## src/rtl/sd_blkcnt_engine.sv

```systemverilog
module sd_blkcnt_engine #(
  parameter int SHORT_W = 16,
  parameter int LONG_W  = 32,
  parameter int ADDR_W  = 2
) (
  input  logic              clk,
  input  logic              rst_n,
  input  logic              reg_wr,
  input  logic [ADDR_W-1:0] reg_addr,
  input  logic [LONG_W-1:0] reg_wdata,
  output logic [LONG_W-1:0] reg_rdata,
  input  logic              v4_en,
  input  logic              cnt_en,
  input  logic              multi_blk,
  input  logic              xfer_active,
  input  logic              blk_done,
  output logic [LONG_W-1:0] remaining,
  output logic              last_blk,
  output logic              stop_req
);
  localparam int PAD_W = LONG_W - SHORT_W;
  localparam logic [ADDR_W-1:0] ADDR_SHORT = ADDR_W'(0);
  localparam logic [ADDR_W-1:0] ADDR_LONG  = ADDR_W'(1);

  logic [SHORT_W-1:0] short_q;
  logic [LONG_W-1:0]  long_q;
  logic act_q, sel_q, on_q;

  wire start   = xfer_active & ~act_q;
  wire sel_now = v4_en & (short_q == '0);
  wire on_now  = cnt_en & multi_blk;
  wire sel_eff = (xfer_active & ~start) ? sel_q : sel_now;
  wire on_eff  = xfer_active & (start ? on_now : on_q);

  assign remaining = sel_eff ? long_q : {{PAD_W{1'b0}}, short_q};

  wire rem_one  = (remaining == LONG_W'(1));
  wire rem_zero = (remaining == '0);
  wire dec      = on_eff & blk_done & ~rem_zero;

  assign last_blk = on_eff & rem_one;
  assign stop_req = on_eff & ((blk_done & rem_one) | (start & rem_zero));

  always_comb begin
    case (reg_addr)
      ADDR_SHORT: reg_rdata = {{PAD_W{1'b0}}, short_q};
      ADDR_LONG:  reg_rdata = long_q;
      default:    reg_rdata = '0;
    endcase
  end

  always_ff @(posedge clk) begin
    if (!rst_n) begin
      short_q <= '0;
      long_q  <= '0;
      act_q   <= 1'b0;
      sel_q   <= 1'b0;
      on_q    <= 1'b0;
    end else begin
      act_q <= xfer_active;
      if (start) begin
        sel_q <= sel_now;
        on_q  <= on_now;
      end
      if (!xfer_active && reg_wr) begin
        if (reg_addr == ADDR_SHORT) short_q <= reg_wdata[SHORT_W-1:0];
        if (reg_addr == ADDR_LONG)  long_q  <= reg_wdata;
      end else if (dec) begin
        if (sel_eff) long_q  <= long_q - LONG_W'(1);
        else         short_q <= short_q - SHORT_W'(1);
      end
    end
  end
endmodule

```

## config.mk

```make
export PLATFORM = sky130hd
export DESIGN_NAME = sd_blkcnt_engine
export DESIGN_NICKNAME = d
export VERILOG_FILES = /design/src/rtl/sd_blkcnt_engine.sv
export SDC_FILE = /design/constraint.sdc
export NUM_CORES = 1
export LEC_CHECK = 0
export BUFFER_PORTS_ARGS = -buffer_cell sky130_fd_sc_hd__clkbuf_2
export CAP_MARGIN = 15
export CORE_MARGIN = 5
export CORE_UTILIZATION = 45
export DETAILED_ROUTE_END_ITERATION = 8
export PLACE_DENSITY = 0.77
export SLEW_MARGIN = 20
export SYNTH_ARGS = -nofsm -noshare
export SYNTH_HDL_FRONTEND = slang
export SYNTH_SLANG_ARGS = --single-unit
```

## constraint.sdc

```tcl
create_clock -name clk -period 3.8 [get_ports clk]
set_input_delay 0.76 -clock clk [delete_from_list [all_inputs] [get_ports clk]]
set_output_delay 0.76 -clock clk [all_outputs]
set_load 0.005 [all_outputs]
```

==> results by stage, run 1 <==
Worst hold path:
- The path type of the worst min-delay path is register to register.

Clock tree:
- Clock-pin slew was measured on the worst setup and hold paths at 0.10 ns.
- The number of buffers inserted to repair setup after CTS is 0.
- After clock tree synthesis, the repair step resized 0 gates.
- Clock tree synthesis found a total of 51 sinks.
- Clock latency on the worst-skew pair, taken at its later pin, is 0.31 ns.
- CTS built an H-tree with a depth of 2.
- The worst-case clock buffer depth is 2.
- The root buffer selected by CTS is clkbuf_8.
- The number of buffers created by CTS is 5.
- The hold buffer count at cts is 0.
- TritonCTS built the clock tree.

Logic synthesis:
- The count of unique library cells instantiated by Yosys is 67.
- The commonest register cell after synthesis is dfxtp_1.
- After Yosys synthesis, and, or, nand and nor cells account for 34.48% of the synthesized area.
- The xor-xnor portion of the synthesized cell area is less than 1%.
- The compound-gate portion of the synthesized area is 27.58%.
- The post-synth net total is approximately 660.
- The mux cell area share after synthesis is about 5.2%.
- During synthesis, Yosys emitted a total of 0 warnings.
- The post-synthesis async set-or-reset flop share is 0%.
- The sequential fraction of the synthesis area is 23.94%.
- The flip-flop and latch count after synthesis is 51.
- The synthesized netlist cell count is 616.
- The main combinational cell family by area after synthesis is simple AND/OR/NAND/NOR gates.
- The mean cell area of the mapped netlist is between 6 and 7 µm².
- Yosys mapped a number of flops with a built-in enable equal to 0.
- After Yosys synthesis, full adders, half adders and majority gates account for 0.8803% of the synthesized area.
- The summed instance area of the synthesized netlist is 0.004264 mm².

Die:
- The die covers 0.01152 mm².
- The die is 107.3 µm tall.
- The die boundary width is roughly 110 µm.
- For this design the top-level I/O count stands at 108.
- The starting utilization of the core area is 46.15%.
- The area of the core is approximately 0.009 mm².
- The floorplan has 35 rows.

STA:
- Summed over all failing endpoints, the final setup total negative slack is 0 ns.
- At the pin with the least slew margin, the transition time is between 0.9 and 1 ns.
- On the final layout, the worst clock skew is 0.008277 ns.
- The final count of hold timing violations was 0.
- The worst max-slew margin expressed relative to the limit is 35.36%.
- Based on the critical path, the design can be clocked at up to roughly 0.28 GHz.
- The max-slew violation total from the final report was 0.
- The final period demand of the worst path is ~3.6 ns.
- In the finished design, the share of the clock period the worst path needs comes to 94.62%.
- Setup repair after global routing left no endpoint under its margin.
- The setup violation total in the final timing report is 0.

Finish:
- The net count of the finished layout is 736.
- 0 antenna diodes ended up in the layout.
- For this run, the number of standard cells in the final layout without fillers is ~820.
- With fillers left out, the area of the finished cells amounts to 0.004990 mm².
- The post-synthesis to final-layout area growth is 17.02%.
- The post-route netlist has 22.25% of its cells at a drive strength greater than 1.

Route:
- The number of remaining DRC errors is 0.
- The first TritonRoute pass finished after 5 iterations.
- The vias after detailed routing is between 5000 and 6000.
- Dividing the detail-routed via count by the number of cells gives between 6 and 7.
- After detailed routing, the average wire length per cell comes to 18.23 µm.
- The first routing iteration left 631 violations.
- The number of antenna-violating nets in the routed design is 0.
- Wires add up to 14.97 mm.

Critical path:
- The type of element launching the critical path is a register.
- The data arrival time of the critical path is 2.84 ns.
- The number of buffers and inverters on the critical path is 1.
- The slowest stage of the critical path belongs to the cell or4_4.
- The critical path in this run is classified as register to output pin.
- STA puts the critical path data required time at 3.04 ns.
- STA classifies the critical path endpoint as an output pin.
- Of all nets on the critical path, the largest fanout is 7.
- Among the stages of the critical path, the cell type that occurs most often is or4_4.
- The critical path goes through or4_4 > or3_4 > or4_4 > mux2i_1 > nand2_1 > nor3_1 > clkbuf_2.
- On the worst path, the slowest cell contributes a delay of 0.60 ns.
- The category of cells accounting for the largest share of critical-path delay is simple AND/OR/NAND/NOR gates.

Power and ir drop:
- The power density over the cells is 441.3 mW/mm².
- The leakage power is 0.002209 µW.
- IR analysis of the VDD net gives a maximum drop of 0.2046 mV.

Place:
- Including well taps, the total number of placed cells is just over 800.
- The placed cell area is approximately 0.0049 mm².
- The final weighted congestion of routability-driven global placement is 0.9234.
- The count of buffers added on input and output ports is 107.
- Detailed placement ended at an HPWL of around 11 mm.

GRT:
- Summed over all layers, the global routing overflow is 0.
- The largest net degree at the start of global routing is 53.
- The global-route usage over all layers is 24.62%.
- The wire length of the first global-routing pass is 23.29 mm.
- The number of antenna violations at the first check in global routing is 0.
- The number of global-route vias before repair is 4629.

Outcome:
- The run finished with clean final reports.

Run:
- The max-cap check violation count is 0.
-- synthesized netlist by cell type, types with 5 or more instances --
| cell | number | share of area (%) |
|---|---|---|
| nand2_1 | 88 | 7.7 |
| nor2_1 | 82 | 7.2 |
| dfxtp_1 | 51 | 24 |
| a21oi_1 | 46 | 5.4 |
| clkbuf_1 | 46 | 4.0 |
| and2_1 | 35 | 5.1 |
| o21ai_0 | 29 | 3.4 |
| mux2i_1 | 22 | 5.2 |
| o31ai_1 | 20 | 3.5 |
| nor3_1 | 19 | 2.2 |
| nand3_1 | 14 | 1.6 |
| a31oi_1 | 12 | 1.8 |
| inv_1 | 12 | 1.1 |
| nor4_1 | 11 | 1.6 |
| o311ai_0 | 9 | 1.8 |
| a22oi_1 | 6 | 1.1 |
| buf_2 | 6 | 0.70 |
| o32ai_1 | 6 | 1.2 |
| o41ai_1 | 6 | 1.2 |
| a211oi_1 | 5 | 0.88 |
| nand4_1 | 5 | 0.73 |
| or4_1 | 5 | 0.88 |
-- worst paths after layout --
path                                  start     endpoint  slack [ns]  cells after the start
worst min-delay path                   on_q         on_q        0.48                      2
worst max register to register  short_q[10]  short_q[15]        0.53                      6
worst min register to register         on_q         on_q        0.48                      2
worst max-delay path             long_q[20]     last_blk        0.20                      7
-- kinds of logic after synthesis --
| family | count (synthesis) |
|---|---|
| xor gates and xnor gates | 4 |
| muxes | 22 |
| AOI/OAI and AO/OA | 171 |
| and+or+nand+nor | 295 |
| DFF | 51 |
| buffers and inverters | 70 |
| adders and majority gates | 3 |
-- state kept, by name (all words and copies together), names as in the netlist --
| signal | flops |
|---|---|
| on_q | 1 |
| short_q | 16 |
| long_q | 32 |
| sel_q | 1 |
| act_q | 1 |
-- tightest hold or removal path, stage by stage (launching register included) --
cell	delay (ns)
dfxtp_1	0.32
nand2b_1	0.06
a21oi_1	0.06
-- power by group --
group	leakage [µW]	internal [µW]	switching [µW]
sequential	0.000413	573	67.4
combinational	0.00173	417	739
clock	0.0000612	214	192
-- per-stage QoR --
step / power [µW] / util (%) / worst slack, ns / hold slack (ns)
floorplan: 1428 / - / 0.7890 / 0.4501
global placement: 1746 / 52.73 / 0.6071 / 0.4638
detailed placement: 1772 / 52.73 / 0.5492 / 0.4637
CTS: 2178 / 54.00 / 0.2186 / 0.4796
global route: 2329 / 54.00 / 0.06278 / 0.5048
finish: 2202 / 54.00 / 0.2044 / 0.4794
-- layout make-up --
class | instances | area (µm²)
fill | 887 | 4250
multi-input combinational | 495 | 2967
sequential | 51 | 1021
timing repair buffer | 126 | 678.2
tap | 129 | 161.4
clock buffer | 6 | 82.58
inverter | 12 | 45.04
clock inverter | 2 | 35.03
-- cells in the final DEF, fill, tap and decap left out, types with 4 or more instances in the layout --
cell,n
and2_1,35
clkbuf_8,6
a21oi_1,46
a31oi_1,12
o41ai_1,6
or3_1,4
o21ai_0,29
o221a_1,4
nor2_1,82
nand3_1,14
inv_1,12
nand4_1,5
o32ai_1,6
a211oi_1,5
clkbuf_2,107
o31ai_1,19
and3_1,4
nor3_1,19
nand2_1,88
buf_4,19
nor4_1,10
dfxtp_1,51
a22oi_1,6
or4_1,5
mux2i_1,22
o311ai_0,9
-- routing by layer --
layer  wire length, µm  GRT usage (%)  part of all wire (%)  vias up
met1              6101          33.02                    41     2355
met3              1710          5.339                    11       34
met4               281          6.943                   1.9        0
met2              6875          39.81                    46      360
li1                  -              -                     -     2377
met5                 0              0                     0        -
No activity file was read; power rests on OpenSTA's default activity.
==> run 2, diff against run 1 <==
Settings changed: PLACE_DENSITY 0.77 to 0.69.
==> run 2 against run 1 <==
Against the previous run:
- clock power down 18%
- sequential power about the same
- die area unchanged
- first-iteration DRC count down 2.7%
- largest cell class unchanged
- highest routed layer unchanged
==> results by stage, run 2 (synthesis gave the netlist of run 1 again) <==
Outcome:
- The run finished with clean final reports.

Critical path:
- The critical path endpoint category is an output pin.
- The worst setup path is launched from a register.
- In this run the worst path has a maximum fanout of 7.
- Walking the worst path, the cells encountered are or4_4 > or3_4 > or4_4 > mux2i_1 > nand2_1 > a21oi_1 > clkbuf_2.
- Data on the critical path arrives at its endpoint at 2.83 ns.
- The number of buffers and inverters on the critical path is 1.
- The logic depth of the worst register-to-register path is 6.
- The startpoint identified for the worst register-to-register timing path is short_q[4].
- The kind of cell with the highest combined delay along the critical path is simple AND/OR/NAND/NOR gates.
- The biggest cell delay along the critical path is 0.60 ns.
- The setup path with the least slack is of type register to output pin.
- The required time of the worst setup path is 3.04 ns.
- The cell repeated most along the worst path is or4_4.
- For flop-to-flop paths, the worst setup slack is 0.41 ns.
- The library cell contributing the largest single delay on the critical path is or4_4.
- In this run the critical register-to-register path is captured at short_q[15].

Clock tree:
- At the later pin of the worst-skew pair, clock insertion delay measures 0.31 ns.
- The number of setup buffers added after CTS is 0.
- The number of buffers created by CTS is 5.
- The number of gates resized after CTS is 0.
- The H-tree level count is 2.
- The hold buffer count at cts is 0.
- The number of sinks on the clock net is 51.
- The worst-case clock buffer depth is 2.
- The clock tree from TritonCTS is yes.
- The clock-pin transition on the worst setup and hold timing paths is 0.10 ns.
- Clock tree synthesis selected as its root buffer the cell clkbuf_8.

Die:
- The die boundary width is between 100 and 150 µm.
- During I/O placement, the number of pins put on the boundary was 108.
- The die boundary height is between 100 and 150 µm.
- The die area is 0.01152 mm².
- The total area inside the core boundary comes to 0.009240 mm².
- In this run the core area contains 35 standard-cell rows.
- For this configuration, the core starts out at a cell density of 46.15%.

STA:
- The worst max-slew margin expressed relative to the limit is 34.99%.
- Setup repair after global routing left no endpoint under its margin.
- The peak clock frequency supported by timing is 0.2786 GHz.
- The ratio of final minimum period to clock period is roughly 94%.
- Setup slack on the critical path of the routed design comes to 0.2110 ns.
- For the final database, setup skew stands at 0.01042 ns.
- In the final timing run, aggregate negative setup slack is 0 ns.
- The max-slew violation total from the final report is 0.
- For the pin with the worst max-slew slack, the measured transition is 0.9716 ns.
- Setup violations remaining at the end of the flow were counted as 0.
- The clock period could shrink to 3.589 ns.
- The final count of hold timing violations came to 0.

Finish:
- The number of flip-flops under the largest register name is 32.
- The share of cells above drive strength 1 is 22.25%.
- The largest registers in the layout are long_q (32), short_q (16).
- The finished cells cover 0.004972 mm².
- The count of non-filler cells in the finished layout is 821.
- The net count of the finished layout is 736.
- The area growth from synthesis to layout is 16.61%.
- More flip-flops sit in one register than any other, and that register is long_q.
- The antenna diode count is 0.
- The library cells used most frequently in the layout, excluding fill and tap cells, are clkbuf_2 (107), nand2_1 (88), nor2_1 (82), dfxtp_1 (51), a21oi_1 (46).
- The library cell used most frequently in the layout, excluding fill and tap cells, is clkbuf_2.

Worst hold path:
- The path type of the worst min-delay path is register to register.
- The end of the worst hold path is on_q.
- The start point of the worst hold path is on_q.
- Counting instances, the worst hold path has a depth of 2.

Route:
- The number of antenna-violating nets in the routed design is 0.
- The per-cell routed wire length is roughly 18 µm.
- Routed signal wires occupy layers up through met4.
- The vias after detailed routing is 5065.
- The routed wire length on met3 is roughly 1.4 mm.
- The mean number of vias per cell is 6.169.
- The number of remaining DRC errors is 0.
- For this run, the detailed router's first-pass iteration total came to 5.
- Wires add up to 15.14 mm.
- For this block, wires on met1 add up to 6.549 mm.
- In this run, the number of DRC markers left after iteration 0 of detailed routing was 614.
- The routed length on met2 is about 7 mm.

GRT:
- The global-route usage over all layers is 25.41%.
- The number of antenna violations at the first check in global routing came to 0.
- The largest net degree at the start of global routing is 64.
- The total congestion overflow is 0.
- The first global-routing pass estimated 23.98 mm of wire.
- The number of global-route vias before repair was 4730.

Power and ir drop:
- The leakage power is 0.002200 µW.
- IR analysis of the VDD net gives a maximum drop of 0.1700 mV.
- The power density over the cells is 427.2 mW/mm².

Place:
- Routability-driven placement finished with a final weighted congestion of 0.8880.
- The placement-stage worst setup slack is 0.5285 ns.
- The count of buffers added on input and output ports is between 100 and 150.
- The placed cell area is 0.004885 mm².
- Summed over all nets, the half-perimeter wirelength after detailed placement is 10.71 mm.
- The number of placed instances, taps included, is 813.

Run:
- The tool flagged a number of max-cap violations equal to 0.
==> run 2: changes by cell type in the layout (fill, tap and decap cells not counted), sizes merged <==
cell and change:
inv +1, clkinv +1, clkbuf -1, bufinv -1
==> run 2: power breakdown <==
part           total (µW)  switching (µW)  internal [µW]
clock network         333             202            130
registers             639            66.3            573
logic                1150             734            419
total                2120            1000           1120
==> run 2: per-stage QoR <==
stage / hold WS [ns] / total power [µW] / util, %
final: 0.4972 / 2124 / 53.81
after global routing: 0.5222 / 2260 / 53.81
after detailed placement: 0.4804 / 1772 / 52.86
after floorplan: 0.4501 / 1428 / -
after CTS: 0.4978 / 2104 / 53.81
after global placement: 0.4594 / 1757 / 52.86
==> run 2: routing by layer <==
layer	vias to the layer above	global-route usage, %
li1	2385	-
met1	2348	34.58
met2	309	41.15
met3	23	4.379
met4	0	7.484
met5	-	0
==> run 2: how the worst max path moves through the flow <==
stage               slack, ns   startpoint  depth (start not counted)     endpoint
detailed placement       0.53  xfer_active                          9  short_q[12]
CTS                      0.22   long_q[20]                          7     last_blk
finish                   0.21   long_q[20]                          7     stop_req
global route             0.04   long_q[20]                          7     last_blk
floorplan                0.79   long_q[20]                          6     last_blk
global placement         0.59  xfer_active                          9  short_q[15]
==> run 2: layout make-up <==
cell class	instances	area, µm²
flip-flops and latches	51	1021
fillers	909	4268
clock buffers	5	68.82
inverters	12	45.04
multi-input cells	495	2967
clock inverters	3	18.77
repair buffers	126	690.7
well taps	129	161.4
==> run 2: tightest hold or removal path: stages, from the launching register on <==
cell	delay (ns)
dfxtp_1	0.33
nand2b_1	0.07
a21oi_1	0.06
==> run 3, diff against run 2 <==
Clock period 3.8 ns to 4.55 ns, I/O delays scaled along.
==> run 3 against run 2 <==
Against the previous run:
- core utilization down 0.54 points
- clock skew is 0.0027 ns higher
- die area unchanged
- critical endpoint is now last_blk
- via count shrank 2.1%
- worst hold slack lost 0.017 ns
- cell count down 0.97%
- combinational power down 19%
- global-route usage fell by 0.66 points
- first-iteration DRC count decreased by 14%
- highest routed layer unchanged
- sequential power shrank 16%
==> results by stage, run 3 (synthesis gave the netlist of run 1 again) <==
Finish:
- The sequential standard cell area is 0.001021 mm².
- Relative to the synthesized area, the layout overhead comes to 15.43%.
- The antenna diode count is 0.
- The register name with the most flops is long_q.
- The share of cells above drive strength 1 is between 20% and 30%.
- The net count of the finished layout is 729.
- In the final layout, the registers with the most flip-flops are long_q (32), short_q (16).
- The register with the most flip-flops in the layout has 32 of them.
- The most common cell after layout, fill and taps aside is clkbuf_2.
- The count of filler cells inserted in the layout is 922.
- In the layout the commonest cells are clkbuf_2 (107), nand2_1 (88), nor2_1 (82), dfxtp_1 (51), a21oi_1 (46).
- In the final layout, the multi-input gates occupy between 0.002 and 0.003 mm².

Critical path:
- The library cell contributing the largest single delay on the critical path is or4_1.
- The maximum fanout count along the critical path is 8.
- The most critical setup path has its startpoint at long_q[5].
- STA classifies the critical path endpoint as an output pin.
- The data arrival time of the critical path is 2.85 ns.
- The signal on the critical path passes through or3_1 > or4_1 > or4_4 > mux2i_1 > nand2_1 > nor3_1 > clkbuf_2.
- Data on the critical path is required at its endpoint by approximately 3.6 ns.
- Counting both buffers and inverters, the worst setup path holds a total of 1.
- In this run the number of cells on the critical path is 7.
- The path type of the worst setup path is register to output pin.
- For flop-to-flop paths, the worst setup slack is 1.16 ns.
- In this run the critical register-to-register path is launched from long_q[5].
- The category of cells accounting for the largest share of critical-path delay is simple AND/OR/NAND/NOR gates.
- The endpoint of the lowest-slack register-to-register path is long_q[3].
- The logic depth of the worst register-to-register path is 6.
- The type of element launching the critical path is a register.
- The timing endpoint of the critical path is last_blk.
- In this design, the stage delay of the slowest critical-path cell is around 0.57 ns.

Die:
- The area of the core is 0.009240 mm².
- The floorplan step set the die height to 107.3 µm.
- The die is 107.3 µm wide.
- The initialized floorplan defines 35 standard-cell rows.
- The initial utilization of the core area, before any placement, comes to 46.15%.
- 108 I/O pins were placed.
- The die area is 0.01152 mm².

Power and ir drop:
- Summed over all nets, the switching power comes to ~810 µW.
- Of the total power, the share spent switching nets is 45.18%.
- The leakage power is 0.002165 µW.
- The maximum VDD drop is 0.2044 mV.
- The clock network fraction of total power is 18.1%.
- The register share of total power is 29.8%.
- The internal power of the cells totals 979.9 µW.
- The share of power burned in combinational logic is a little over half.
- The power density over the cells is approximately 360 mW/mm².

Clock tree:
- The worst-case clock buffer depth is 2.
- Clock tree synthesis found a total of 51 sinks.
- The root buffer selected by CTS is clkbuf_8.
- Gates resized during post-CTS repair numbered 0.
- The clock tree from TritonCTS is yes.
- The clock-pin transition on the worst setup and hold timing paths is ~0.10 ns.
- The insertion delay to the later sink of the worst-skew pair is 0.31 ns.
- The number of buffers created by CTS is 5.
- The H-tree level count is 2.
- The hold buffer count at cts is 0.
- In this run the post-CTS setup repair buffer count came out at 0.

Worst hold path:
- The path type of the worst min-delay path is register to register.

GRT:
- The global-route usage over all layers is 24.75%.
- The number of antenna violations at the first check in global routing was 0.
- The wire length of the first global-routing pass is between 20 and 25 mm.
- For this run the aggregate overflow at the end of global routing stands at 0.
- The number of global-route vias before repair is around 4600.
- Entering global routing, the biggest net connects 82 pins.

STA:
- The setup violation total in the final timing report is 0.
- Summed over all failing endpoints, the final setup total negative slack is 0 ns.
- The max-slew violation total from the final report is 0.
- The worst max-slew margin expressed relative to the limit is 31.38%.
- For this run, the top clock speed supported by timing is roughly 0.27 GHz.
- The final count of hold timing violations is 0.
- Subtracting the final worst setup slack from the clock period gives 3.757 ns.
- Setup repair after global routing left no endpoint under its margin.
- For the pin with the worst max-slew slack, the measured transition is 1.029 ns.
- In the finished design, the share of the clock period the worst path needs comes to 82.56%.
- The worst hold margin is 0.4804 ns.
- The clock tree skew after final layout is between 0.01 and 0.015 ns.

Route:
- Summed over all layers, the routed wires come to 14.61 mm.
- Dividing the detail-routed wire length by the instance count gives 17.98 µm.
- The number of antenna-violating nets in the routed design is 0.
- For this run, the detailed router's first-pass iteration total came to 5.
- The routed layout has 4960 vias.
- After the first detailed-routing iteration, the DRC count stood at 527.
- In the routed layout, each cell is associated on average with a via count of approximately 6.1.
- The number of remaining DRC errors is 0.

Place:
- The final weighted congestion of routability-driven global placement is 0.9128.
- The number of port buffers is 107.
- The HPWL after detailed placement is 10.37 mm.

Run:
- The max-cap check violation count is 0.

Outcome:
- The run finished with clean final reports.
==> run 3: cell count changes in the layout (fill, tap and decap cells not counted), sizes merged <==
cell | previous run | this run
buf | 19 | 12
bufinv | 0 | 1
clkbuf | 112 | 113
clkinv | 2 | 0
inv | 13 | 12
==> run 3: metal layers <==
layer / up-vias / part of all wire (%) / global-route usage (%)
met5: - / 0 / 0
met4: 0 / 2.1 / 7.124
met3: 29 / 8.4 / 4.559
met2: 260 / 46 / 39.81
met1: 2305 / 44 / 33.81
li1: 2366 / - / -
==> run 3: power by group through the flow <==
stage / clock network [µW] / registers [µW] / logic [µW]
final: 324 / 534 / 930
after floorplan: 0 / 516 / 677
after global placement: 0 / 540 / 899
after global routing: 343 / 540 / 1030
after CTS: 325 / 531 / 915
after detailed placement: 0 / 542 / 908
==> run 3: layout make-up <==
type                    instances  share of cell area (%)
multi-input cells             495                   60.27
flip-flops and latches         51                   20.74
repair buffers                119                   12.71
well taps                     129                   3.279
clock buffers                   6                   1.474
inverters                      12                  0.9151
clock inverters                 1                  0.6101
==> run 3: through the flow <==
stage / cells / total power [µW] / utilization [%] / setup slack, ns / area (µm²)
2_1_floorplan: 616 / 1193 / - / 1.318 / 4264
3_3_place_gp: 806 / 1439 / 52.16 / 1.092 / 4820
3_5_place_dp: 806 / 1450 / 52.16 / 1.049 / 4820
4_1_cts: 813 / 1771 / 53.27 / 0.7898 / 4922
5_1_grt: 813 / 1910 / 53.27 / 0.5435 / 4922
6_report: 813 / 1788 / 53.27 / 0.7935 / 4922
==> run 3: worst min-delay path: cells and delay by family, from the launching register on <==
| kind | cells | cell delay (ns) |
|---|---|---|
| and+or+nand+nor | 1 | 0.06 |
| AOI/OAI and AO/OA | 1 | 0.06 |
| DFF | 1 | 0.32 |
==> run 3: worst min path at each step <==
stage	from	endpoint	slack, ns	depth (start not counted)
2_1_floorplan	on_q	on_q	0.45	2
3_3_place_gp	on_q	on_q	0.47	2
3_5_place_dp	on_q	on_q	0.46	2
4_1_cts	on_q	on_q	0.48	2
5_1_grt	on_q	on_q	0.51	2
6_report	on_q	on_q	0.48	2
